**config.mk**
```make
export PLATFORM = sky130hd
export DESIGN_NAME = i2c_bytebuf_master
export DESIGN_NICKNAME = d
export VERILOG_FILES = /design/src/rtl/i2c_bm_pkg.sv /design/src/rtl/i2c_rate_gen.sv /design/src/rtl/i2c_bm_regs.sv /design/src/rtl/i2c_byte_engine.sv /design/src/rtl/i2c_bytebuf_master.sv
export SDC_FILE = /design/constraint.sdc
export NUM_CORES = 1
export LEC_CHECK = 0
export BUFFER_PORTS_ARGS = -buffer_cell sky130_fd_sc_hd__buf_4
export CELL_PAD_IN_SITES_DETAIL_PLACEMENT = 2
export CELL_PAD_IN_SITES_GLOBAL_PLACEMENT = 2
export CORE_ASPECT_RATIO = 0.8
export CORE_MARGIN = 1.5
export CORE_UTILIZATION = 41
export CTS_BUF_LIST = sky130_fd_sc_hd__clkbuf_4
export DETAILED_ROUTE_END_ITERATION = 8
export GPL_TIMING_DRIVEN = 0
export PLACE_DENSITY = 0.82
export SYNTH_ARGS = -nofsm -noshare
export SYNTH_HDL_FRONTEND = slang
export SYNTH_SLANG_ARGS = --single-unit
```
**constraint.sdc**
```tcl
create_clock -name clk -period 3.85 [get_ports clk]
set_clock_uncertainty 0.2 [all_clocks]
set_input_delay 0.5775 -clock clk [delete_from_list [all_inputs] [get_ports clk]]
set_output_delay 0.5775 -clock clk [all_outputs]
set_load 0.1 [all_outputs]
```
**src/rtl/i2c_bm_pkg.sv**
```systemverilog
package i2c_bm_pkg;

  localparam int BYTE_W = 8;

  typedef enum logic [3:0] {
    ST_IDLE,
    ST_START,
    ST_BIT_LO,
    ST_BIT_HI,
    ST_ACK_LO,
    ST_ACK_HI,
    ST_HOLD,
    ST_RS_LO,
    ST_RS_HI,
    ST_STOP_LO,
    ST_STOP_HI,
    ST_BUS_FREE
  } eng_state_e;

  localparam logic [1:0] A_DATA = 2'd0;
  localparam logic [1:0] A_CTRL = 2'd1;
  localparam logic [1:0] A_STAT = 2'd2;

  // control field positions
  localparam int C_XFER  = 0;
  localparam int C_START = 1;
  localparam int C_STOP  = 2;
  localparam int C_NAK   = 3;
  localparam int C_FAST  = 4;
  localparam int C_TXIE  = 5;
  localparam int C_RXIE  = 6;

  // status field positions
  localparam int S_TXE  = 0;
  localparam int S_RXF  = 1;
  localparam int S_ANAK = 2;
  localparam int S_BUSY = 3;
  localparam int S_RXM  = 4;

endpackage

```
**src/rtl/i2c_rate_gen.sv**
```systemverilog
module i2c_rate_gen #(
  parameter int CLK_HZ  = 50_000_000,
  parameter int STD_HZ  = 100_000,
  parameter int FAST_HZ = 400_000
) (
  input  logic clk,
  input  logic rst,
  input  logic run,
  input  logic fast,
  output logic tick
);
  localparam int HALF_STD  = CLK_HZ / (2 * STD_HZ);
  localparam int HALF_FAST = CLK_HZ / (2 * FAST_HZ);
  localparam int CW        = $clog2(HALF_STD + 1);

  logic [CW-1:0] cnt;
  logic [CW-1:0] lim;

  assign lim  = fast ? CW'(HALF_FAST - 1) : CW'(HALF_STD - 1);
  assign tick = run && (cnt >= lim);

  always_ff @(posedge clk) begin
    if (rst || !run) begin
      cnt <= '0;
    end else if (cnt >= lim) begin
      cnt <= '0;
    end else begin
      cnt <= cnt + 1'b1;
    end
  end


  cnt_range_chk: assert property (@(posedge clk) disable iff (rst)
    cnt <= CW'(HALF_STD - 1));

endmodule

```
**src/rtl/i2c_bm_regs.sv**
```systemverilog
module i2c_bm_regs
  import i2c_bm_pkg::*;
(
  input  logic              clk,
  input  logic              rst,
  input  logic              bus_wr,
  input  logic              bus_rd,
  input  logic [1:0]        bus_addr,
  input  logic [BYTE_W-1:0] bus_wdata,
  output logic [BYTE_W-1:0] bus_rdata,
  output logic              irq,
  // engine side
  input  logic              accept,
  input  logic              tx_done,
  input  logic              rx_done,
  input  logic [BYTE_W-1:0] rx_byte,
  input  logic              nak_seen,
  input  logic              busy,
  input  logic              rx_mode,
  output logic [BYTE_W-1:0] buf_q,
  output logic              xfer_q,
  output logic              start_q,
  output logic              stop_q,
  output logic              nak_q,
  output logic              fast_q,
  output logic              rx_full
);
  logic txe_ie, rxf_ie, tx_empty, addr_nak;
  logic [BYTE_W-1:0] rd_mux;

  always_comb begin
    rd_mux = '0;
    unique case (bus_addr)
      A_DATA: rd_mux = buf_q;
      A_CTRL: begin
        rd_mux[C_XFER]  = xfer_q;
        rd_mux[C_START] = start_q;
        rd_mux[C_STOP]  = stop_q;
        rd_mux[C_NAK]   = nak_q;
        rd_mux[C_FAST]  = fast_q;
        rd_mux[C_TXIE]  = txe_ie;
        rd_mux[C_RXIE]  = rxf_ie;
      end
      A_STAT: begin
        rd_mux[S_TXE]  = tx_empty;
        rd_mux[S_RXF]  = rx_full;
        rd_mux[S_ANAK] = addr_nak;
        rd_mux[S_BUSY] = busy;
        rd_mux[S_RXM]  = rx_mode;
      end
      default: rd_mux = '0;
    endcase
  end

  always_ff @(posedge clk) begin
    if (rst) begin
      buf_q     <= '0;
      xfer_q    <= 1'b0;
      start_q   <= 1'b0;
      stop_q    <= 1'b0;
      nak_q     <= 1'b0;
      fast_q    <= 1'b0;
      txe_ie    <= 1'b0;
      rxf_ie    <= 1'b0;
      tx_empty  <= 1'b0;
      rx_full   <= 1'b0;
      addr_nak  <= 1'b0;
      bus_rdata <= '0;
      irq       <= 1'b0;
    end else begin
      if (accept) begin
        xfer_q  <= 1'b0;
        start_q <= 1'b0;
        stop_q  <= 1'b0;
      end
      if (bus_wr) begin
        unique case (bus_addr)
          A_DATA: begin
            buf_q    <= bus_wdata;
            tx_empty <= 1'b0;
          end
          A_CTRL: begin
            xfer_q  <= bus_wdata[C_XFER];
            start_q <= bus_wdata[C_START];
            stop_q  <= bus_wdata[C_STOP];
            nak_q   <= bus_wdata[C_NAK];
            fast_q  <= bus_wdata[C_FAST];
            txe_ie  <= bus_wdata[C_TXIE];
            rxf_ie  <= bus_wdata[C_RXIE];
          end
          A_STAT: begin
            if (bus_wdata[S_TXE])  tx_empty <= 1'b0;
            if (bus_wdata[S_ANAK]) addr_nak <= 1'b0;
          end
          default: ;
        endcase
      end
      if (bus_rd && bus_addr == A_DATA) rx_full <= 1'b0;
      if (tx_done)  tx_empty <= 1'b1;
      if (rx_done) begin
        buf_q   <= rx_byte;
        rx_full <= 1'b1;
      end
      if (nak_seen) addr_nak <= 1'b1;
      if (bus_rd) bus_rdata <= rd_mux;
      irq <= (tx_empty && txe_ie) || (rx_full && rxf_ie);
    end
  end


  xfer_clear_chk: assert property (@(posedge clk) disable iff (rst)
    accept && !(bus_wr && bus_addr == A_CTRL) |=> !xfer_q);


  rx_full_set_chk: assert property (@(posedge clk) disable iff (rst)
    rx_done |=> rx_full);


  tx_empty_set_chk: assert property (@(posedge clk) disable iff (rst)
    tx_done |=> tx_empty);

endmodule

```
**src/rtl/i2c_byte_engine.sv**
```systemverilog
module i2c_byte_engine
  import i2c_bm_pkg::*;
(
  input  logic              clk,
  input  logic              rst,
  input  logic              tick,
  input  logic              xfer,
  input  logic              start_req,
  input  logic              stop_req,
  input  logic              nak_send,
  input  logic [BYTE_W-1:0] buf_q,
  input  logic              rx_full,
  input  logic              sda_in,
  output logic              run,
  output logic              accept,
  output logic              tx_done,
  output logic              rx_done,
  output logic [BYTE_W-1:0] rx_byte,
  output logic              nak_seen,
  output logic              busy,
  output logic              rx_mode,
  output logic              scl_low,
  output logic              sda_low
);
  localparam int BCW = $clog2(BYTE_W);

  eng_state_e        state;
  logic [BYTE_W-1:0] shift;
  logic [BCW-1:0]    bitcnt;
  logic              addr_ph, stop_cap, nak_cap;
  logic              go, drive_tx;

  assign go       = xfer && !rx_full;
  assign drive_tx = addr_ph || !rx_mode;
  assign run      = (state != ST_IDLE) && (state != ST_HOLD);
  assign busy     = (state != ST_IDLE);
  assign rx_byte  = shift;
  assign accept   = ((state == ST_IDLE) && go) ||
                    ((state == ST_HOLD) && (go || (stop_req && !xfer)));

  always_ff @(posedge clk) begin
    if (rst) begin
      state    <= ST_IDLE;
      shift    <= '0;
      bitcnt   <= '0;
      addr_ph  <= 1'b0;
      stop_cap <= 1'b0;
      nak_cap  <= 1'b0;
      rx_mode  <= 1'b0;
      scl_low  <= 1'b0;
      sda_low  <= 1'b0;
      tx_done  <= 1'b0;
      rx_done  <= 1'b0;
      nak_seen <= 1'b0;
    end else begin
      tx_done  <= 1'b0;
      rx_done  <= 1'b0;
      nak_seen <= 1'b0;
      unique case (state)
        ST_IDLE: begin
          if (go) begin
            shift    <= buf_q;
            addr_ph  <= 1'b1;
            rx_mode  <= buf_q[0];
            stop_cap <= stop_req;
            nak_cap  <= nak_send;
            sda_low  <= 1'b1;
            state    <= ST_START;
          end
        end
        ST_HOLD: begin
          if (go) begin
            shift    <= buf_q;
            bitcnt   <= '0;
            stop_cap <= stop_req;
            nak_cap  <= nak_send;
            if (start_req) begin
              addr_ph <= 1'b1;
              rx_mode <= buf_q[0];
              sda_low <= 1'b0;
              state   <= ST_RS_LO;
            end else begin
              sda_low <= rx_mode ? 1'b0 : ~buf_q[BYTE_W-1];
              state   <= ST_BIT_LO;
            end
          end else if (stop_req && !xfer) begin
            sda_low <= 1'b1;
            state   <= ST_STOP_LO;
          end
        end
        ST_RS_LO: if (tick) begin
          scl_low <= 1'b0;
          state   <= ST_RS_HI;
        end
        ST_RS_HI: if (tick) begin
          sda_low <= 1'b1;
          state   <= ST_START;
        end
        ST_START: if (tick) begin
          scl_low <= 1'b1;
          sda_low <= ~shift[BYTE_W-1];
          bitcnt  <= '0;
          state   <= ST_BIT_LO;
        end
        ST_BIT_LO: if (tick) begin
          scl_low <= 1'b0;
          state   <= ST_BIT_HI;
        end
        ST_BIT_HI: if (tick) begin
          shift   <= {shift[BYTE_W-2:0], sda_in};
          scl_low <= 1'b1;
          if (bitcnt == BCW'(BYTE_W - 1)) begin
            sda_low <= drive_tx ? 1'b0 : ~nak_cap;
            state   <= ST_ACK_LO;
          end else begin
            bitcnt  <= bitcnt + 1'b1;
            sda_low <= drive_tx ? ~shift[BYTE_W-2] : 1'b0;
            state   <= ST_BIT_LO;
          end
        end
        ST_ACK_LO: if (tick) begin
          scl_low <= 1'b0;
          state   <= ST_ACK_HI;
        end
        ST_ACK_HI: if (tick) begin
          scl_low <= 1'b1;
          if (drive_tx) begin
            tx_done  <= 1'b1;
            nak_seen <= addr_ph && sda_in;
          end else begin
            rx_done <= 1'b1;
          end
          addr_ph <= 1'b0;
          if (stop_cap) begin
            sda_low <= 1'b1;
            state   <= ST_STOP_LO;
          end else begin
            sda_low <= 1'b0;
            state   <= ST_HOLD;
          end
        end
        ST_STOP_LO: if (tick) begin
          scl_low <= 1'b0;
          state   <= ST_STOP_HI;
        end
        ST_STOP_HI: if (tick) begin
          sda_low <= 1'b0;
          state   <= ST_BUS_FREE;
        end
        ST_BUS_FREE: if (tick) begin
          state <= ST_IDLE;
        end
        default: state <= ST_IDLE;
      endcase
    end
  end


  hold_scl_low_chk: assert property (@(posedge clk) disable iff (rst)
    state == ST_HOLD |-> scl_low);


  sda_high_stable_chk: assert property (@(posedge clk) disable iff (rst)
    (state == ST_BIT_HI || state == ST_ACK_HI) && !scl_low && !$past(scl_low)
      |-> $stable(sda_low));


  tx_after_ack_chk: assert property (@(posedge clk) disable iff (rst)
    tx_done |-> $past(state) == ST_ACK_HI && scl_low);


  rx_after_ack_chk: assert property (@(posedge clk) disable iff (rst)
    rx_done |-> $past(state) == ST_ACK_HI && !tx_done);


  bus_free_chk: assert property (@(posedge clk) disable iff (rst)
    state == ST_BUS_FREE |-> !scl_low && !sda_low);

endmodule

```
**src/rtl/i2c_bytebuf_master.sv**
```systemverilog
module i2c_bytebuf_master
  import i2c_bm_pkg::*;
#(
  parameter int CLK_HZ  = 50_000_000,
  parameter int STD_HZ  = 100_000,
  parameter int FAST_HZ = 400_000
) (
  input  logic       clk,
  input  logic       rst,
  input  logic       reg_wr,
  input  logic       reg_rd,
  input  logic [1:0] reg_addr,
  input  logic [7:0] reg_wdata,
  output logic [7:0] reg_rdata,
  output logic       irq,
  output logic       scl_low_o,
  output logic       sda_low_o,
  input  logic       sda_i
);
  logic              tick, run, accept, tx_done, rx_done, nak_seen;
  logic              busy, rx_mode, rx_full;
  logic              xfer_q, start_q, stop_q, nak_q, fast_q;
  logic [BYTE_W-1:0] rx_byte, buf_q;

  i2c_rate_gen #(
    .CLK_HZ (CLK_HZ),
    .STD_HZ (STD_HZ),
    .FAST_HZ(FAST_HZ)
  ) u_rate (
    .clk (clk),
    .rst (rst),
    .run (run),
    .fast(fast_q),
    .tick(tick)
  );

  i2c_bm_regs u_regs (
    .clk      (clk),
    .rst      (rst),
    .bus_wr   (reg_wr),
    .bus_rd   (reg_rd),
    .bus_addr (reg_addr),
    .bus_wdata(reg_wdata),
    .bus_rdata(reg_rdata),
    .irq      (irq),
    .accept   (accept),
    .tx_done  (tx_done),
    .rx_done  (rx_done),
    .rx_byte  (rx_byte),
    .nak_seen (nak_seen),
    .busy     (busy),
    .rx_mode  (rx_mode),
    .buf_q    (buf_q),
    .xfer_q   (xfer_q),
    .start_q  (start_q),
    .stop_q   (stop_q),
    .nak_q    (nak_q),
    .fast_q   (fast_q),
    .rx_full  (rx_full)
  );

  i2c_byte_engine u_eng (
    .clk      (clk),
    .rst      (rst),
    .tick     (tick),
    .xfer     (xfer_q),
    .start_req(start_q),
    .stop_req (stop_q),
    .nak_send (nak_q),
    .buf_q    (buf_q),
    .rx_full  (rx_full),
    .sda_in   (sda_i),
    .run      (run),
    .accept   (accept),
    .tx_done  (tx_done),
    .rx_done  (rx_done),
    .rx_byte  (rx_byte),
    .nak_seen (nak_seen),
    .busy     (busy),
    .rx_mode  (rx_mode),
    .scl_low  (scl_low_o),
    .sda_low  (sda_low_o)
  );


  no_accept_over_rx_chk: assert property (@(posedge clk) disable iff (rst)
    accept && xfer_q |-> !rx_full);

endmodule

```
* After elaboration in Yosys (flattened, before gate mapping)
Index checks and enable logic that the tools add are counted.
** Word-level totals
- Bits in registers :: 59
** Cells by class
- Add/subtract/negate cells :: 2
- Magnitude comparators :: 1
- Equal/unequal tests :: 34
- Mux-type cells :: 76
- Bitwise logic cells :: 7
- Reduce and logical (&&, ||, !) cells :: 54
** Operators by type and width (count)
- 4-bit two-way mux :: 14
- 8-bit two-way mux :: 6
- 4-bit case mux with 12 select lines :: 1
- 1-bit two-way mux :: 40
- 2-bit inequality test, second input constant :: 12
- 2-bit nonzero test :: 10
- 3-bit two-way mux :: 6
- 4-bit by 3-bit == test with 1-bit output, second input constant :: 4
- 4-bit == test, second input constant :: 4
- 8-bit case mux with 2 select lines :: 1
- 5-bit case mux with 3 select lines :: 1
- 12-bit AND reduction :: 1
- 3-bit AND reduction :: 4
- 1-bit logical AND :: 10
- 2-bit by 1-bit inequality test with 1-bit output, second input constant :: 5
- 5-bit AND reduction :: 2
- 3-bit case mux with 3 select lines :: 1
- 3-bit nonzero test :: 3
- 8-bit by 1-bit adder with 8-bit output, second input constant :: 1
- 4-bit by 2-bit == test with 1-bit output, second input constant :: 2
- 8-bit greater-or-equal comparator :: 1
- 8-bit AND reduction :: 1
- 4-bit OR reduction :: 2
- 1-bit NOT :: 7
- 21 further kinds :: 35

* Depth between registers and ports, before layout
Gate-level depths: netlist (run 1).
- Depth in word-level cells :: 8
- Gate-level depth with buffers :: 10

* Hierarchy
Synthesis (run 1) repeated with hierarchy kept, for this count alone.
** Unflattened totals
- Cell total of the unflattened synthesis :: 376
- Area total of the unflattened synthesis :: 3310.7 um^2
** Modules (own cells, without submodules)
- i2c_byte_engine :: times used 1, cells an instance 180, area an instance 1524.0 um^2
- i2c_bm_regs :: times used 1, cells an instance 147, area an instance 1341.3 um^2
- i2c_rate_gen :: times used 1, cells an instance 49, area an instance 445.4 um^2

* Worst setup path after synthesis (run 1)
No wires, ideal clock.
- Path kind :: reg2reg
- Start point :: register u_regs.fast_q
- End point :: register u_eng.shift[5], in the netlist u_eng.rx_byte[5]
- Library setup time :: 0.142 ns
- Arrival :: 1.727 ns
- Setup slack :: 1.781 ns
- Cell stages (with the launch flop) :: 10
- Path buffers :: 2
- Clock period less this slack :: 2.069 ns
- Cell sequence :: dfxtp_1 -> inv_1 -> ha_1 -> a21o_1 -> a31o_1 -> buf_6 -> a22o_4 -> buf_6 -> nor2_1 -> a211oi_2
** Between the ends
- Longest elaborated chain between the ends :: 5
** Ends and longest elaborated chain
- start, declared :: RTL line i2c_bm_regs.sv:25 : output logic fast_q,
- start signal, assigned :: RTL line i2c_bm_regs.sv:87 : fast_q <= bus_wdata[C_FAST];
- 8-bit two-way mux :: RTL line i2c_rate_gen.sv:19 : assign lim = fast ? CW'(HALF_FAST - 1) : CW'(HALF_STD - 1);
- 8-bit greater-or-equal comparator :: RTL line i2c_rate_gen.sv:20 : assign tick = run && (cnt >= lim);
- 1-bit logical AND :: RTL line i2c_rate_gen.sv:20
- 2-bit inequality test (no source line)
- 3-bit AND reduction (no source line)
- end signal, assigned :: RTL line i2c_byte_engine.sv:62 : shift <= buf_q;
- end signal, assigned :: RTL line i2c_byte_engine.sv:73 : shift <= buf_q;
- end signal, assigned :: RTL line i2c_byte_engine.sv:110 : shift <= {shift[BYTE_W-2:0], sda_in};
- end, declared :: RTL line i2c_byte_engine.sv:28 : logic [BYTE_W-1:0] shift;
Every way passes these cells.
A chain may end at the register's enable or synchronous reset.

* Final worst setup path (run 1)
- Start point :: register u_regs.fast_q
- End point :: register u_eng.shift[6], in the netlist u_eng.rx_byte[6]
Same word-level chain as after synthesis.

==> results.cfg, run 1 <==
[sta]
finalHoldViolCount = 0
final.setup.tns_ns = 0
slew_violations = 0
clock.fmax_ghz = 0.432
slew_headroom_pct = 55.9
finalSetupViolCount = 0
min_period_ns = 2.32
worst_pin_slew_ns = 0.662
finalCritPeriodShare_pct = 60.2
rsz0062_at_grt = false

[die]
io_pins = 26
rows = 28
fp.dieW_um = 100
core_um2 = 7360
initial_utilization_pct = 42.0
die_h_um = 80.7
die-area_um2 = 8080

[critical_path]
path_depth = 9
cpMostUsedCell = buf_6
worst_setup_path_start_kind = flop
cp_top_family = compound AO/OA/AOI/OAI gates
end_kind = flop
required_ns = 3.93
cp_max_fo = 10
critPathArrivalTime_ns = 2.40
path_class = flop to flop
path_cells = inv_1 > ha_1 > a21o_1 > a31o_1 > buf_6 > a22o_4 > buf_6 > nor2_1 > a211oi_2
cp_num_buf_inv = 3
r2r.worst_path.cells = 9
max_stage_delay_ns = 0.47
critPathSlowestCell = dfxtp_1

[routing]
first_pass_iters = 4
drc = 0
vias_per_cell = 5.70
vias = 2712
finalWirelength_um = 9630
wl_per_cell_um = 20.2
postRouteAntennaNets = 0
drt-initial-drc-count = 48

[cts]
cts_resized = 0
clock_path_buffers = 2
cts_tree = yes
cts_buffers = 9
ctsHoldBuffers = 0
clkLatencyLatePin_ns = 0.41
cts_setup_buffers = 0
clk_pin_slew_worst_paths_ns = 0.11
cts_root_buffer = clkbuf_4
cts_sinks = 59
htree_levels = 3

[status]
status = finished clean

[pwr]
power_leakage_nw = 1.32
vdd.ir_drop.worst_v = 0.000228
power_density_nw_per_um2 = 524
power_mw = 1.84

[min_path]
hp-class = input pin to flop
min_path_cells = 3

[grt]
grt_max_degree = 11
grt_pass1_wl_um = 15400
grt_pass1_vias = 2853
track_usage_pct = 25.7
gr-total-overflow = 0
antenna_found_initial = 0

[synth]
ys_warn_count = 0
ys_seq_elements = 59
async_flop_share_pct = 0
synth_most_common_cell = dfxtp_1
synth_seq_area_share_pct = 38.2
avgSynthCellArea_um2 = 8.94
syn-num-nets = 369
synthCells = 346
synth_commonest_cells = dfxtp_1, nor2_1, mux2i_1, nand2_1, a21oi_1
synth_top_cell_by_area = dfxtp_1
synth_edf_count = 0
synth.distinct_cells = 60
synth_top_area_share_pct = 38.2
synth.cell_area_um2 = 3090
synthTopCellsByArea = dfxtp_1, mux2i_1, nor2_1
synth_flop_cell = dfxtp_1

[place]
io_buffers = 24
dp_hpwl_um = 7230
gp_congestion = 0.818

[finish]
synthToLayoutAreaGrowth_pct = 13.7
antenna_cells = 0
drive_above_1_share_pct = 22.3
fin_nets = 404

[run]
maxCapViolations = 0
placed cells by master, fill, tap and decap left out, drive strengths merged, types with 2 or more instances in the layout:
master / count
buf: 37
or3: 4
xnor2: 5
a22o: 4
clkinv: 4
nor4: 2
xor2: 3
mux2i: 27
a211oi: 23
clkbuf: 19
nand2: 26
ha: 8
nor2: 63
a21o: 3
a22oi: 3
nor3b: 2
nor3: 6
o211ai: 2
nor2b: 6
nand3: 7
o21ai: 7
dfxtp: 59
a21oi: 26
a311oi: 2
inv: 10
and3: 3
nand2b: 6
a31o: 2
worst reg2reg max path: cells and delay by family (launching register included):
family | cells | cell delay, ns
AO/OA/AOI/OAI | 4 | 0.72
flip-flops | 1 | 0.47
buffers and inverters | 3 | 0.39
adder cells (fa/ha/maj) | 1 | 0.29
AND/OR/NAND/NOR | 1 | 0.13
path summary, 6_finish.rpt:
| check | startpoint | endpoint | slack, ns |
|---|---|---|---|
| min | sda_i | u_eng.nak_seen | 0.21 |
| min reg2reg | u_eng.tx_done | u_regs.tx_empty | 0.25 |
| max reg2reg | u_regs.fast_q | u_eng.rx_byte[6] | 1.53 |
| max | u_regs.fast_q | u_eng.rx_byte[6] | 1.53 |
through the flow:
stage	util (%)	instance area (um2)	setup slack [ns]	instances	hold WS (ns)
2_1_floorplan	-	3090	1.78	346	0.213
3_3_place_gp	46.0	3390	1.59	460	0.222
3_5_place_dp	46.0	3390	1.51	460	0.241
4_1_cts	47.8	3520	1.51	476	0.201
5_1_grt	47.8	3520	1.41	476	0.221
6_report	47.8	3520	1.53	476	0.212
area by class of cell:
| type | count | area (um2) |
|---|---|---|
| Clock inverter | 6 | 56.3 |
| Multi-Input combinational cell | 255 | 1730 |
| Sequential cell | 59 | 1180 |
| Clock buffer | 10 | 75.1 |
| Tap cell | 90 | 113 |
| Buffer | 22 | 144 |
| Timing Repair Buffer | 24 | 180 |
| Inverter | 10 | 37.5 |
| Fill cell | 814 | 3840 |
cells by family (layout without fill, tap and decap cells):
logic type,Yosys count,after routing,share of synthesized area (%)
and+or+nand+nor,129,129,20.8
DFF,59,59,38.2
muxes,28,28,9.10
xor gates and xnor gates,8,8,2.27
buffers and inverters,32,72,5.87
AOI/OAI and AO/OA,82,82,20.5
adders and majority gates,8,8,3.24
per-layer routing:
metal,part of all wire (%),track usage [%]
met1,47,33.0
met2,47,42.2
met3,3.6,6.09
met4,1.9,8.87
met5,0,0
state kept, by name, summed over array words and instances (netlist names), 3 cells and up:
name and count:
u_eng.rx_byte 8, u_rate.cnt 8, u_regs.buf_q 8, u_regs.bus_rdata 8, u_eng.state 4, u_eng.bitcnt 3
where the power goes:
part | internal [mW] | leakage [nW] | switching [mW]
clock network | 0.200 | 0.0736 | 0.246
registers | 0.653 | 0.479 | 0.0418
logic | 0.257 | 0.772 | 0.446
total | 1.11 | 1.32 | 0.733
No activity file was read; power rests on OpenSTA's default activity.
==> run 2: changes to the inputs <==
--- a/config.mk
+++ b/config.mk
@@ -10,11 +10,11 @@
 export CELL_PAD_IN_SITES_GLOBAL_PLACEMENT = 2
 export CORE_ASPECT_RATIO = 0.8
 export CORE_MARGIN = 1.5
-export CORE_UTILIZATION = 41
+export CORE_UTILIZATION = 35
 export CTS_BUF_LIST = sky130_fd_sc_hd__clkbuf_4
 export DETAILED_ROUTE_END_ITERATION = 8
 export GPL_TIMING_DRIVEN = 0
-export PLACE_DENSITY = 0.82
+export PLACE_DENSITY = 0.74
 export SYNTH_ARGS = -nofsm -noshare
 export SYNTH_HDL_FRONTEND = slang
 export SYNTH_SLANG_ARGS = --single-unit
==> constraint.sdc (replaced) <==
create_clock -name clk -period 2.08 [get_ports clk]
set_clock_uncertainty 0.2 [all_clocks]
set_input_delay 0.312 -clock clk [delete_from_list [all_inputs] [get_ports clk]]
set_output_delay 0.312 -clock clk [all_outputs]
set_load 0.1 [all_outputs]
==> results.cfg, run 2 (synthesis results as in run 1) <==
[finish]
drive_above_1_share_pct = 27.9
antenna_cells = 0
fin_nets = 420
mostFrequentLayoutCells = dfxtp_1, nor2_1, buf_4
fin_area_um2 = 3850
final_common_cell = dfxtp_1
synthToLayoutAreaGrowth_pct = 24.4
stdcell_count = 513

[sta]
rsz0062_at_grt = true
final.setup.tns_ns = -0.00546
finalCritPeriodShare_pct = 100
worst_pin_slew_ns = 0.768
clock.fmax_ghz = 0.480
fin_ws_ns = -0.00394
slew_violations = 0
slew_headroom_pct = 48.8
finalSetupViolCount = 3
finalHoldViolCount = 0
min_period_ns = 2.08

[cts]
cts_tree = yes
cts_sinks = 59
htree_levels = 3
cts_buffers = 9
cts_root_buffer = clkbuf_4
clkLatencyLatePin_ns = 0.40
clock_path_buffers = 2
clk_pin_slew_worst_paths_ns = 0.11

[critical_path]
startpoint = u_regs.fast_q
required_ns = 2.22
end_kind = flop
regToRegEndpoint = u_rate.cnt[1]
cp_max_fo = 8
critPathArrivalTime_ns = 2.23
critPathSlowestCell = dfxtp_4
worst_setup_path_start_kind = flop
path_class = flop to flop
cp_num_buf_inv = 3
cpMostUsedCell = buf_6
r2r.worst_path.cells = 8
reg2reg_slack_ns = -0.004
path_cells = inv_2 > ha_4 > a21o_1 > a31o_1 > buf_6 > or3_4 > buf_6 > nor2_2
r2r-start = u_regs.fast_q
max_stage_delay_ns = 0.41
cp_top_family = simple AND/OR/NAND/NOR gates

[status]
status = complete, but fails checks
violations = negative setup slack

[place]
gp_congestion = 0.842
dp.cells = 482
io_buffers = 24
placed_area_um2 = 3410
dp_hpwl_um = 7310

[grt]
track_usage_pct = 22.8
grt_pass1_wl_um = 16300
grt_max_degree = 11
antenna_found_initial = 0
grt_pass1_vias = 2930
gr-total-overflow = 0

[routing]
drt-initial-drc-count = 104
finalWirelength_um = 9890
vias = 2726
vias_per_cell = 5.31
postRouteAntennaNets = 0
first_pass_iters = 4
wl_per_cell_um = 19.3
drc = 0

[pwr]
power_density_nw_per_um2 = 971
vdd.ir_drop.worst_v = 0.000522
power_leakage_nw = 1.44

[die]
io_pins = 26
die_h_um = 87.1
initial_utilization_pct = 36.3
rows = 30
die-area_um2 = 9410
fp.dieW_um = 108
core_um2 = 8520

[min_path]
min_to = u_eng.tx_done
hp-class = input pin to flop
worstHoldStart = rst
min_path_cells = 3

[run]
maxCapViolations = 0
==> run 2: cell count changes in the layout (fill, tap and decap cells not counted), sizes merged <==
cell	delta
buf	+7
bufinv	+1
clkbuf	-1
clkinvlp	-1
dlygate4sd3	+9
==> run 2: worst min-delay path, delay by kind of cell <==
family,cells,cell delay (ns)
AND/OR/NAND/NOR,2,0.18
buffers and inverters,1,0.12
==> run 2: cell type report <==
cell class	count	area [um2]
inverter	10	37.5
tap	112	140
clock buffer	9	67.6
buffer	22	154
fill	937	4670
timing repair buffer	40	323
sequential	59	1190
clock inverter	6	81.3
multi-input combinational	255	1850
==> run 2: how the worst max path moves through the flow <==
| stage | cells after the start | to | slack, ns |
|---|---|---|---|
| finish | 8 | u_rate.cnt[1] | -0.004 |
| global route | 8 | u_rate.cnt[1] | -0.09 |
| CTS | 8 | u_eng.bitcnt[1] | -0.02 |
| detailed placement | 9 | u_eng.rx_byte[6] | -0.27 |
| global placement | 9 | u_eng.rx_byte[5] | -0.25 |
| floorplan | 9 | u_eng.rx_byte[5] | 0.01 |
==> run 2: where the power goes <==
part | internal, mW | leakage [nW] | switching, mW | total, mW
clock | 0.474 | 0.0808 | 0.454 | 0.927
sequential | 1.21 | 0.481 | 0.0820 | 1.30
combinational | 0.603 | 0.880 | 0.909 | 1.51
==> run 2: what timing repair did <==
action	4_1_cts	5_1_grt
endpoints found under the hold margin	9	0
setup buffers	6	1
setup endpoints to repair	28	27
pin swaps	16	8
hold buffers	9	0
gates resized for setup	24	11
==> run 2: routing by layer <==
metal	vias to the layer above	global-route usage (%)	share of wire [%]	routed length [um]
met5	-	0	0	0
met3	9	3.29	2.3	225
li1	1327	-	-	-
met1	1361	31.7	50	4910
met2	29	36.6	47	4620
met4	0	7.06	1.4	136
==> run 2: per-stage QoR <==
step | power [mW] | setup slack, ns | util (%) | hold slack, ns
2_1_floorplan | 2.28 | 0.0111 | - | 0.213
3_3_place_gp | 2.58 | -0.254 | 40.1 | 0.232
3_5_place_dp | 2.63 | -0.271 | 40.1 | 0.234
4_1_cts | 3.69 | -0.0244 | 44.6 | 0.0276
5_1_grt | 3.95 | -0.0948 | 45.2 | 0.0380
6_report | 3.74 | -0.00394 | 45.2 | 0.0451
